==> config.mk <==
export PLATFORM = sky130hd
export DESIGN_NAME = mstat_reg
export DESIGN_NICKNAME = d
export VERILOG_FILES = /design/src/rtl/mstat_pkg.sv /design/src/rtl/mstat_view_merge.sv /design/src/rtl/mstat_legalize.sv /design/src/rtl/mstat_flush_fsm.sv /design/src/rtl/mstat_reg.sv
export SDC_FILE = /design/constraint.sdc
export NUM_CORES = 1
export LEC_CHECK = 0
export CAP_MARGIN = 20
export CORE_MARGIN = 2
export CORE_UTILIZATION = 28
export DETAILED_ROUTE_END_ITERATION = 10
export GPL_ROUTABILITY_DRIVEN = 0
export GPL_TIMING_DRIVEN = 0
export PLACE_DENSITY = 0.8
export SYNTH_ARGS = -nofsm -noshare
export SYNTH_HDL_FRONTEND = slang
export SYNTH_SLANG_ARGS = --single-unit
==> constraint.sdc <==
create_clock -name clk -period 1.2 [get_ports clk]
set_input_delay 0.24 -clock clk [delete_from_list [all_inputs] [get_ports clk]]
set_output_delay 0.24 -clock clk [all_outputs]
set_load 0.01 [all_outputs]
==> src/rtl/mstat_pkg.sv <==
package mstat_pkg;

    localparam int XLEN = 32;

    typedef logic [XLEN-1:0] word_t;

    // field positions
    localparam int B_UIE  = 0;
    localparam int B_SIE  = 1;
    localparam int B_MIE  = 3;
    localparam int B_UPIE = 4;
    localparam int B_SPIE = 5;
    localparam int B_MPIE = 7;
    localparam int B_SPP  = 8;
    localparam int B_MPP  = 11;
    localparam int B_FS   = 13;
    localparam int B_XS   = 15;
    localparam int B_MPRV = 17;
    localparam int B_SUM  = 18;
    localparam int B_MXR  = 19;
    localparam int B_SD   = XLEN - 1;

    localparam word_t ONE = word_t'(1);
    localparam word_t TWO_BITS = word_t'(3);

    localparam word_t F_MPP = TWO_BITS << B_MPP;
    localparam word_t F_FS  = TWO_BITS << B_FS;
    localparam word_t F_XS  = TWO_BITS << B_XS;

    // bits a machine-view write may change
    localparam word_t MACH_WMASK =
        (ONE << B_SIE) | (ONE << B_SPIE) | (ONE << B_MIE) | (ONE << B_MPIE) |
        (ONE << B_SPP) | F_FS | (ONE << B_MPRV) | (ONE << B_SUM) | F_MPP |
        (ONE << B_MXR);

    // bits visible / writable through the supervisor view
    localparam word_t SUP_MASK =
        (ONE << B_UIE) | (ONE << B_SIE) | (ONE << B_UPIE) | (ONE << B_SPIE) |
        (ONE << B_SPP) | F_FS | F_XS | (ONE << B_SUM) | (ONE << B_MXR) |
        (ONE << B_SD);

    // bits whose change requests a translation flush
    localparam word_t XLAT_MASK =
        (ONE << B_MXR) | F_MPP | (ONE << B_MPRV) | (ONE << B_SUM);

    typedef enum logic [1:0] {
        PRIV_USR = 2'd0,
        PRIV_SUP = 2'd1,
        PRIV_HYP = 2'd2,
        PRIV_MCH = 2'd3
    } priv_t;

    localparam word_t RESET_WORD = word_t'(PRIV_MCH) << B_MPP;

    typedef enum logic {
        FL_IDLE  = 1'b0,
        FL_PULSE = 1'b1
    } fl_state_t;

endpackage

==> src/rtl/mstat_view_merge.sv <==
module mstat_view_merge
    import mstat_pkg::*;
(
    input  word_t old_word,
    input  word_t wr_data,
    input  logic  sup_view,
    output word_t cand,
    output word_t sup_word
);

    // supervisor view replaces only its visible bits; machine view offers all
    always_comb begin
        if (sup_view) begin
            cand = (old_word & ~SUP_MASK) | (wr_data & SUP_MASK);
        end else begin
            cand = wr_data;
        end
    end

    assign sup_word = old_word & SUP_MASK;

endmodule

==> src/rtl/mstat_legalize.sv <==
module mstat_legalize
    import mstat_pkg::*;
#(
    parameter bit SUP_PRESENT = 1'b1,
    parameter bit USR_PRESENT = 1'b1
) (
    input  word_t old_word,
    input  word_t cand,
    output word_t new_word,
    output logic  xlat_diff
);

    // legal previous-privilege codes, indexed by code
    localparam logic [3:0] MPP_LEGAL = {1'b1, 1'b0, SUP_PRESENT, USR_PRESENT};

    logic [1:0] mpp_req;
    logic       mpp_ok;
    word_t      wmask;
    word_t      merged;
    word_t      fixed;

    assign mpp_req = cand[B_MPP +: 2];
    assign mpp_ok  = MPP_LEGAL[mpp_req];
    assign wmask   = mpp_ok ? MACH_WMASK : (MACH_WMASK & ~F_MPP);
    assign merged  = (old_word & ~wmask) | (cand & wmask);

    always_comb begin
        fixed = merged;
        if (fixed[B_FS +: 2] != 2'b00) begin
            fixed[B_FS +: 2] = 2'b11;
        end
        fixed[B_SD] = (fixed[B_FS +: 2] == 2'b11) || (fixed[B_XS +: 2] == 2'b11);
    end

    assign new_word  = fixed;
    assign xlat_diff = |((fixed ^ old_word) & XLAT_MASK);

endmodule

==> src/rtl/mstat_flush_fsm.sv <==
module mstat_flush_fsm
    import mstat_pkg::*;
(
    input  logic clk,
    input  logic rst_n,
    input  logic commit,
    input  logic xlat_diff,
    output logic flush
);

    fl_state_t state_q, state_d;

    always_ff @(posedge clk) begin
        if (!rst_n) begin
            state_q <= FL_IDLE;
        end else begin
            state_q <= state_d;
        end
    end

    always_comb begin
        state_d = state_q;
        unique case (state_q)
            FL_IDLE:  state_d = (commit && xlat_diff) ? FL_PULSE : FL_IDLE;
            FL_PULSE: state_d = (commit && xlat_diff) ? FL_PULSE : FL_IDLE;
            default:  state_d = FL_IDLE;
        endcase
    end

    always_comb begin
        unique case (state_q)
            FL_PULSE: flush = 1'b1;
            default:  flush = 1'b0;
        endcase
    end

    // a pulse is always preceded by a committing write
    p_pulse_after_write_r7: assert property (@(posedge clk) disable iff (!rst_n)
        flush |-> $past(commit));

    // pulse ends unless a new changing write arrives
    p_pulse_single_r7: assert property (@(posedge clk) disable iff (!rst_n)
        !(commit && xlat_diff) |=> !flush);

endmodule

==> src/rtl/mstat_reg.sv <==
module mstat_reg
    import mstat_pkg::*;
#(
    parameter bit SUP_PRESENT = 1'b1,
    parameter bit USR_PRESENT = 1'b1
) (
    input  logic        clk,
    input  logic        rst_n,
    input  logic        wr_en,
    input  logic        wr_sup_view,
    input  logic [31:0] wr_data,
    output logic [31:0] mach_rd,
    output logic [31:0] sup_rd,
    output logic        xlat_flush
);

    word_t stat_q;
    word_t cand;
    word_t new_word;
    word_t sup_word;
    logic  xlat_diff;

    mstat_view_merge u_merge (
        .old_word (stat_q),
        .wr_data  (wr_data),
        .sup_view (wr_sup_view),
        .cand     (cand),
        .sup_word (sup_word)
    );

    mstat_legalize #(
        .SUP_PRESENT (SUP_PRESENT),
        .USR_PRESENT (USR_PRESENT)
    ) u_legal (
        .old_word  (stat_q),
        .cand      (cand),
        .new_word  (new_word),
        .xlat_diff (xlat_diff)
    );

    mstat_flush_fsm u_flush (
        .clk       (clk),
        .rst_n     (rst_n),
        .commit    (wr_en),
        .xlat_diff (xlat_diff),
        .flush     (xlat_flush)
    );

    always_ff @(posedge clk) begin
        if (!rst_n) begin
            stat_q <= RESET_WORD;
        end else if (wr_en) begin
            stat_q <= new_word;
        end
    end

    assign mach_rd = stat_q;
    assign sup_rd  = sup_word;

    // stored FS is only off or dirty
    p_fs_collapsed_r5: assert property (@(posedge clk) disable iff (!rst_n)
        (stat_q[B_FS +: 2] == 2'b00) || (stat_q[B_FS +: 2] == 2'b11));

    // summary bit tracks the state fields
    p_sd_track_r6: assert property (@(posedge clk) disable iff (!rst_n)
        stat_q[B_SD] == ((stat_q[B_FS +: 2] == 2'b11) || (stat_q[B_XS +: 2] == 2'b11)));

    // hypervisor code is never stored
    p_mpp_legal_r3: assert property (@(posedge clk) disable iff (!rst_n)
        stat_q[B_MPP +: 2] != 2'b10);

    // bits outside the writable set and SD stay zero
    p_ro_bits_r2: assert property (@(posedge clk) disable iff (!rst_n)
        (stat_q & ~(MACH_WMASK | (ONE << B_SD))) == '0);

    // no write enable, no change
    p_hold_r10: assert property (@(posedge clk) disable iff (!rst_n)
        !wr_en |=> $stable(stat_q));

    // supervisor write leaves machine-only fields alone
    p_sup_keeps_r8: assert property (@(posedge clk) disable iff (!rst_n)
        (wr_en && wr_sup_view) |=>
            ((stat_q & (F_MPP | (ONE << B_MIE) | (ONE << B_MPIE) | (ONE << B_MPRV)))
             == $past(stat_q & (F_MPP | (ONE << B_MIE) | (ONE << B_MPIE) | (ONE << B_MPRV)))));

endmodule

==> results of run 1 <==
==> worst max path at each step <==
stage	startpoint	to	slack [ns]	cells after the start
finish	mach_rd[14]$_SDFFE_PN0P_	mach_rd[31]	0.004	3
global route	mach_rd[14]$_SDFFE_PN0P_	mach_rd[14]	-0.03	3
CTS	mach_rd[14]$_SDFFE_PN0P_	mach_rd[14]	-0.02	3
detailed placement	wr_data[12]	u_flush.state_q$_SDFF_PN0_	-0.30	5
global placement	wr_data[12]	u_flush.state_q$_SDFF_PN0_	-0.31	5
floorplan	mach_rd[11]$_SDFFE_PN1P_	u_flush.state_q$_SDFF_PN0_	0.16	4
==> cells by family (layout without fill, tap and decap cells) <==
group,after synthesis,in the layout,share of synthesized area (%)
buf+inv,57,98,45.5
simple gates,14,14,10.4
flops,12,12,25.5
compound gates,9,9,6.91
mux,8,8,8.51
xor+xnor,3,3,2.79
other cells,1,43,0.399
==> critical path: cells and delay by family, from the launching register on <==
family                 cells  cell delay [ns]
buffers and inverters      3             0.35
DFF                        1             0.35
==> layer usage <==
layer | routed length [µm] | track usage (%) | share of wire [%]
met5 | 0 | 0 | 0
met4 | 11 | 2.74 | 0.61
met3 | 237 | 4.97 | 13
met2 | 910 | 15.8 | 50
met1 | 647 | 9.54 | 36
==> cells in the mapped netlist <==
cell type / instances / area, µm²
buf_4: 53 / 398
dfxtp_1: 12 / 240
nor2b_1: 10 / 62.6
mux2i_1: 8 / 80.1
a21oi_1: 2 / 10.0
buf_6: 2 / 22.5
nor2b_4: 2 / 27.5
xor2_1: 2 / 17.5
a31oi_1: 1 / 6.26
buf_1: 1 / 3.75
conb_1: 1 / 3.75
inv_1: 1 / 3.75
nand2_1: 1 / 3.75
nor2_1: 1 / 3.75
o211ai_2: 1 / 12.5
o21ai_0: 1 / 5.00
o21ai_1: 1 / 5.00
o21ai_2: 1 / 8.76
o21bai_1: 1 / 7.51
o311a_1: 1 / 10.0
xnor2_1: 1 / 8.76
==> metrics by stage <==
step                      instance area (µm²)  setup slack [ns]  TNS, ns  total power [µW]  std cells
after detailed placement                 1520            -0.304    -2.82               890        228
after global routing                     1580           -0.0322   -0.150              1210        233
final                                    1580           0.00436        0              1130        233
after global placement                   1520            -0.310    -2.80               887        228
after CTS                                1590           -0.0227  -0.0679              1150        234
after floorplan                          1100             0.164        0               736        146
==> what timing repair did <==
| action | 4_1_cts | 5_1_grt |
|---|---|---|
| setup endpoints to repair | 23 | 12 |
| gates resized for setup | 66 | 9 |
| buffers inserted | 4 | 0 |
==> layout make-up <==
class | instances | area, µm²
clock buffers | 3 | 22.5
well taps | 46 | 57.6
flip-flops and latches | 12 | 250
multi-input cells | 77 | 430
inverters | 1 | 3.75
fillers | 329 | 1710
plain buffers | 55 | 437
repair buffers | 39 | 377
==> power breakdown <==
part / internal, µW / leakage (µW) / switching [µW] / total (µW)
Sequential: 423 / 0.000101 / 16.2 / 439
Combinational: 271 / 0.000770 / 181 / 452
Clock: 116 / 0.0000138 / 126 / 242
Total: 810 / 0.000885 / 323 / 1130
==> flow_summary_export.csv, run 1 <==
group,metric,value,unit
route,vias,756,
route,routed_via_density,3.24,
floorplanning,die_w,62.0,µm
sta,rsz0062_at_grt,"yes",
clock_tree,clock_tree.buffer_depth,2,
pwr,p_leak,0.000885,µW
grt,antenna_found_initial,0,
grt,grt_pass1_wl,2500,µm
pwr,peakVddDrop,488,µV
sta,final-max-slew-violation-count,0,
route,wirelength,1810,µm
clock_tree,cts_hold_buffers,0,
route,drc,0,
floorplanning,rows,21,
logic_synthesis,yosysUniqueCellTypes,21,
grt,grt_pass1_vias,597,
sta,timing.hold.ws,0.198,ns
route,drt_iter0_markers,8,
clock_tree,ctsRootBufferMaster,"clkbuf_4",
sta,finalCritPeriodShare,99.6,%
critical_path,crit_arrival,0.96,ns
logic_synthesis,ys_seq_area_share,25.5,%
critical_path,worst_ep_required_time,0.96,ns
sta,fin_worst_skew,0.000825,ns
critical_path,crit_fanout,5,
critical_path,crit_type,"register to primary output",
final_layout,final_common_cell,"buf_4",
final_layout,fin_util,48.0,%
logic_synthesis,synth.avg_cell_area,9.05,µm²
hold_path,hold_depth,2,
critical_path,cp_cell_sequence,"buf_6 > buf_6 > buf_6",
logic_synthesis,syn_inst,104,
sta,hold_viol,0,
logic_synthesis,syn-cell-area,941,µm²
placement,io_buffers,36,
logic_synthesis,ys_warn_count,0,
floorplanning,die_h,62.0,µm
clock_tree,clk_latency,0.27,ns
critical_path,r2r_cells,4,
pwr,p_per_area,718,nW/µm²
route,drtAntennaViolNets,0,
route,avgRoutedWirePerCell,7.76,µm
hold_path,worstHoldStart,"wr_en",
clock_tree,cts_tree,"done",
sta,fmax,836,MHz
sta,period_needed,1.20,ns
hold_path,hold_path.class,"input pin to register",
final_layout,final_cell_mix,"buf_4 (47), conb_1 (43), buf_6 (17)",
critical_path,critical_path.max_stage_delay,0.35,ns
sta,setup_viol,0,
clock_tree,numCtsBuffers,3,
critical_path,regToRegSetupSlack,0.05,ns
route,dr.pass1.iters,2,
grt,grt_overflow,0,
clock_tree,cts.sink_count,12,
critical_path,reg2reg_to,"u_flush.state_q$_SDFF_PN0_",
clock_tree,htree_num_levels,1,
floorplanning,start_util,28.6,%
final_layout,area_delta_synth_final,67.7,%
critical_path,path_common_cell,"buf_6",
grt,grt_max_degree,11,
critical_path,slowest_stage,"dfxtp_4",
floorplanning,fp.dieArea,3840,µm²
floorplanning,core,3280,µm²
floorplanning,io_pins,101,
critical_path,worstSetupStartpointType,"register",
logic_synthesis,synth.ff_latch_count,12,
final_layout,antenna_cells,0,
final_layout,nets,225,
clock_tree,clkTransAtPathRegs,0.07,ns
critical_path,crit_path_end_kind,"primary output",
run_status,status,"completed",
grt,track_usage,9.15,%
final_layout,layout-drive-gt1-share,43.3,%
placement,dp.final_hpwl,1530,µm
run,cap_viol_max_count,0,
hold_path,worstHoldEndpoint,"mach_rd[14]$_SDFFE_PN0P_",
critical_path,timing.rr.start,"mach_rd[19]$_SDFFE_PN0P_",
(Power assumes the default switching activity.)
==> run 2: changes to the inputs <==
SETUP_SLACK_MARGIN = 0.15   (was unset)
==> run 2 against run 1 <==
Compared with the run above: die area unchanged; highest routed layer unchanged; worst hold slack got worse by 0.0052 ns; via count is 1.2% higher; global-route usage up 0.29 points; critical path type unchanged.
==> flow_summary_export.csv, run 2 (synthesis gave the netlist of run 1 again) <==
group,metric,value,unit
grt,track_usage,9.44,%
floorplanning,die_h,62.0,µm
critical_path,worstSetupStartpointType,"register",
critical_path,crit_arrival,0.88,ns
placement,dp.final_hpwl,1530,µm
sta,finalCritPeriodShare,93.1,%
final_layout,layout-drive-gt1-share,52.4,%
sta,hold_viol,0,
clock_tree,ctsRootBufferMaster,"clkbuf_4",
final_layout,antenna_cells,0,
sta,period_needed,1.12,ns
clock_tree,htree_num_levels,1,
clock_tree,clk_latency,0.27,ns
run,cap_viol_max_count,0,
final_layout,fill_cells,336,
critical_path,crit_type,"register to primary output",
floorplanning,start_util,28.6,%
clock_tree,clock_tree.buffer_depth,2,
route,routed_via_density,3.28,
final_layout,final_cells,233,
grt,grt_max_degree,11,
sta,final-max-slew-violation-count,0,
grt,grt_pass1_wl,2580,µm
final_layout,final_common_cell,"buf_4",
sta,fmax,895,MHz
pwr,peakVddDrop,454,µV
route,wirelength,1870,µm
grt,grt_overflow,0,
floorplanning,fp.dieArea,3840,µm²
route,dr.pass1.iters,2,
hold_path,hold_path.class,"input pin to register",
critical_path,worst_ep_required_time,0.96,ns
final_layout,nets,225,
clock_tree,cts.sink_count,12,
route,vias,765,
sta,fin_worst_skew,0.00182,ns
floorplanning,io_pins,101,
clock_tree,cts_tree,"done",
route,avgRoutedWirePerCell,8.03,µm
final_layout,final_cell_mix,"buf_4 (45), conb_1 (43), buf_6 (23)",
pwr,p_leak,0.000875,µW
route,drtAntennaViolNets,0,
pwr,p_per_area,728,nW/µm²
final_layout,area_delta_synth_final,66.5,%
critical_path,crit_fanout,7,
route,drc,0,
clock_tree,clkTransAtPathRegs,0.07,ns
clock_tree,numCtsBuffers,3,
run_status,status,"completed",
placement,dp_cells,228,
grt,antenna_found_initial,0,
sta,timing.hold.ws,0.193,ns
sta,setup_viol,0,
floorplanning,core,3280,µm²
sta,rsz0062_at_grt,"yes",
floorplanning,die_w,62.0,µm
grt,grt_pass1_vias,609,
critical_path,crit_path_end_kind,"primary output",
floorplanning,rows,21,
route,drt_iter0_markers,5,
placement,io_buffers,36,
clock_tree,cts_hold_buffers,0,
-- run 2: changes by cell type in the layout (fill, tap and decap cells not counted) --
| cell | previous run | this run |
|---|---|---|
| dlygate4sd2_1 | 11 | 3 |
| clkbuf_2 | 3 | 0 |
| clkdlybuf4s50_1 | 12 | 10 |
| buf_2 | 1 | 12 |
| clkdlybuf4s15_1 | 2 | 0 |
| buf_4 | 47 | 45 |
| buf_6 | 17 | 23 |
| dfxtp_2 | 5 | 10 |
| dfxtp_1 | 6 | 1 |
-- run 2: per-layer routing --
metal / GRT usage, % / share of wire [%] / vias to the layer above
li1: - / - / 401
met5: 0 / 0 / -
met1: 9.40 / 36 / 315
met3: 4.97 / 13 / 2
met2: 17.0 / 50 / 47
met4: 2.74 / 0.59 / 0
-- run 2: power by group --
group | total [µW] | switching, µW | internal, µW
Sequential | 446 | 21.9 | 425
Clock | 245 | 129 | 116
Combinational | 449 | 178 | 272
Total | 1140 | 328 | 813
-- run 2: final timing paths --
kind / start / endpoint / slack [ns] / cells after the start
worst max-delay path: mach_rd[14]$_SDFFE_PN0P_ / mach_rd[31] / 0.08 / 2
worst max register to register: mach_rd[11]$_SDFFE_PN1P_ / u_flush.state_q$_SDFF_PN0_ / 0.12 / 4
worst min-delay path: wr_en / mach_rd[14]$_SDFFE_PN0P_ / 0.19 / 2
worst min register to register: register / register / 0.51 / 2
-- run 2: layout make-up --
type / instances / area, µm² / share of cell area (%)
Buffer: 56 / 463 / 29.6
Clock buffer: 3 / 22.5 / 1.44
Inverter: 1 / 3.75 / 0.240
Multi-Input combinational cell: 77 / 430 / 27.5
Sequential cell: 12 / 256 / 16.4
Tap cell: 46 / 57.6 / 3.67
Timing Repair Buffer: 38 / 333 / 21.2
-- run 2: what timing repair did --
| item | in CTS | in global routing |
|---|---|---|
| gates resized for setup | 120 | 6 |
| setup buffers | 2 | 0 |
| setup endpoints to repair | 32 | 18 |
| pin swaps | 1 | 0 |
-- run 2: critical path, stage by stage, from the launching register on --
cell and delay (ns):
dfxtp_4 0.38, buf_6 0.12, buf_6 0.11
-- run 2: per-stage QoR --
| stage | TNS, ns | utilization, % | worst slack [ns] | total power [µW] | area, µm² |
|---|---|---|---|---|---|
| finish | 0 | 47.7 | 0.0824 | 1140 | 1570 |
| detailed placement | -2.82 | 46.2 | -0.304 | 890 | 1520 |
| floorplan | 0 | - | 0.164 | 736 | 1100 |
| global route | 0 | 47.7 | 0.0408 | 1220 | 1570 |
| CTS | 0 | 47.7 | 0.0443 | 1150 | 1570 |
| global placement | -2.80 | 46.2 | -0.310 | 887 | 1520 |
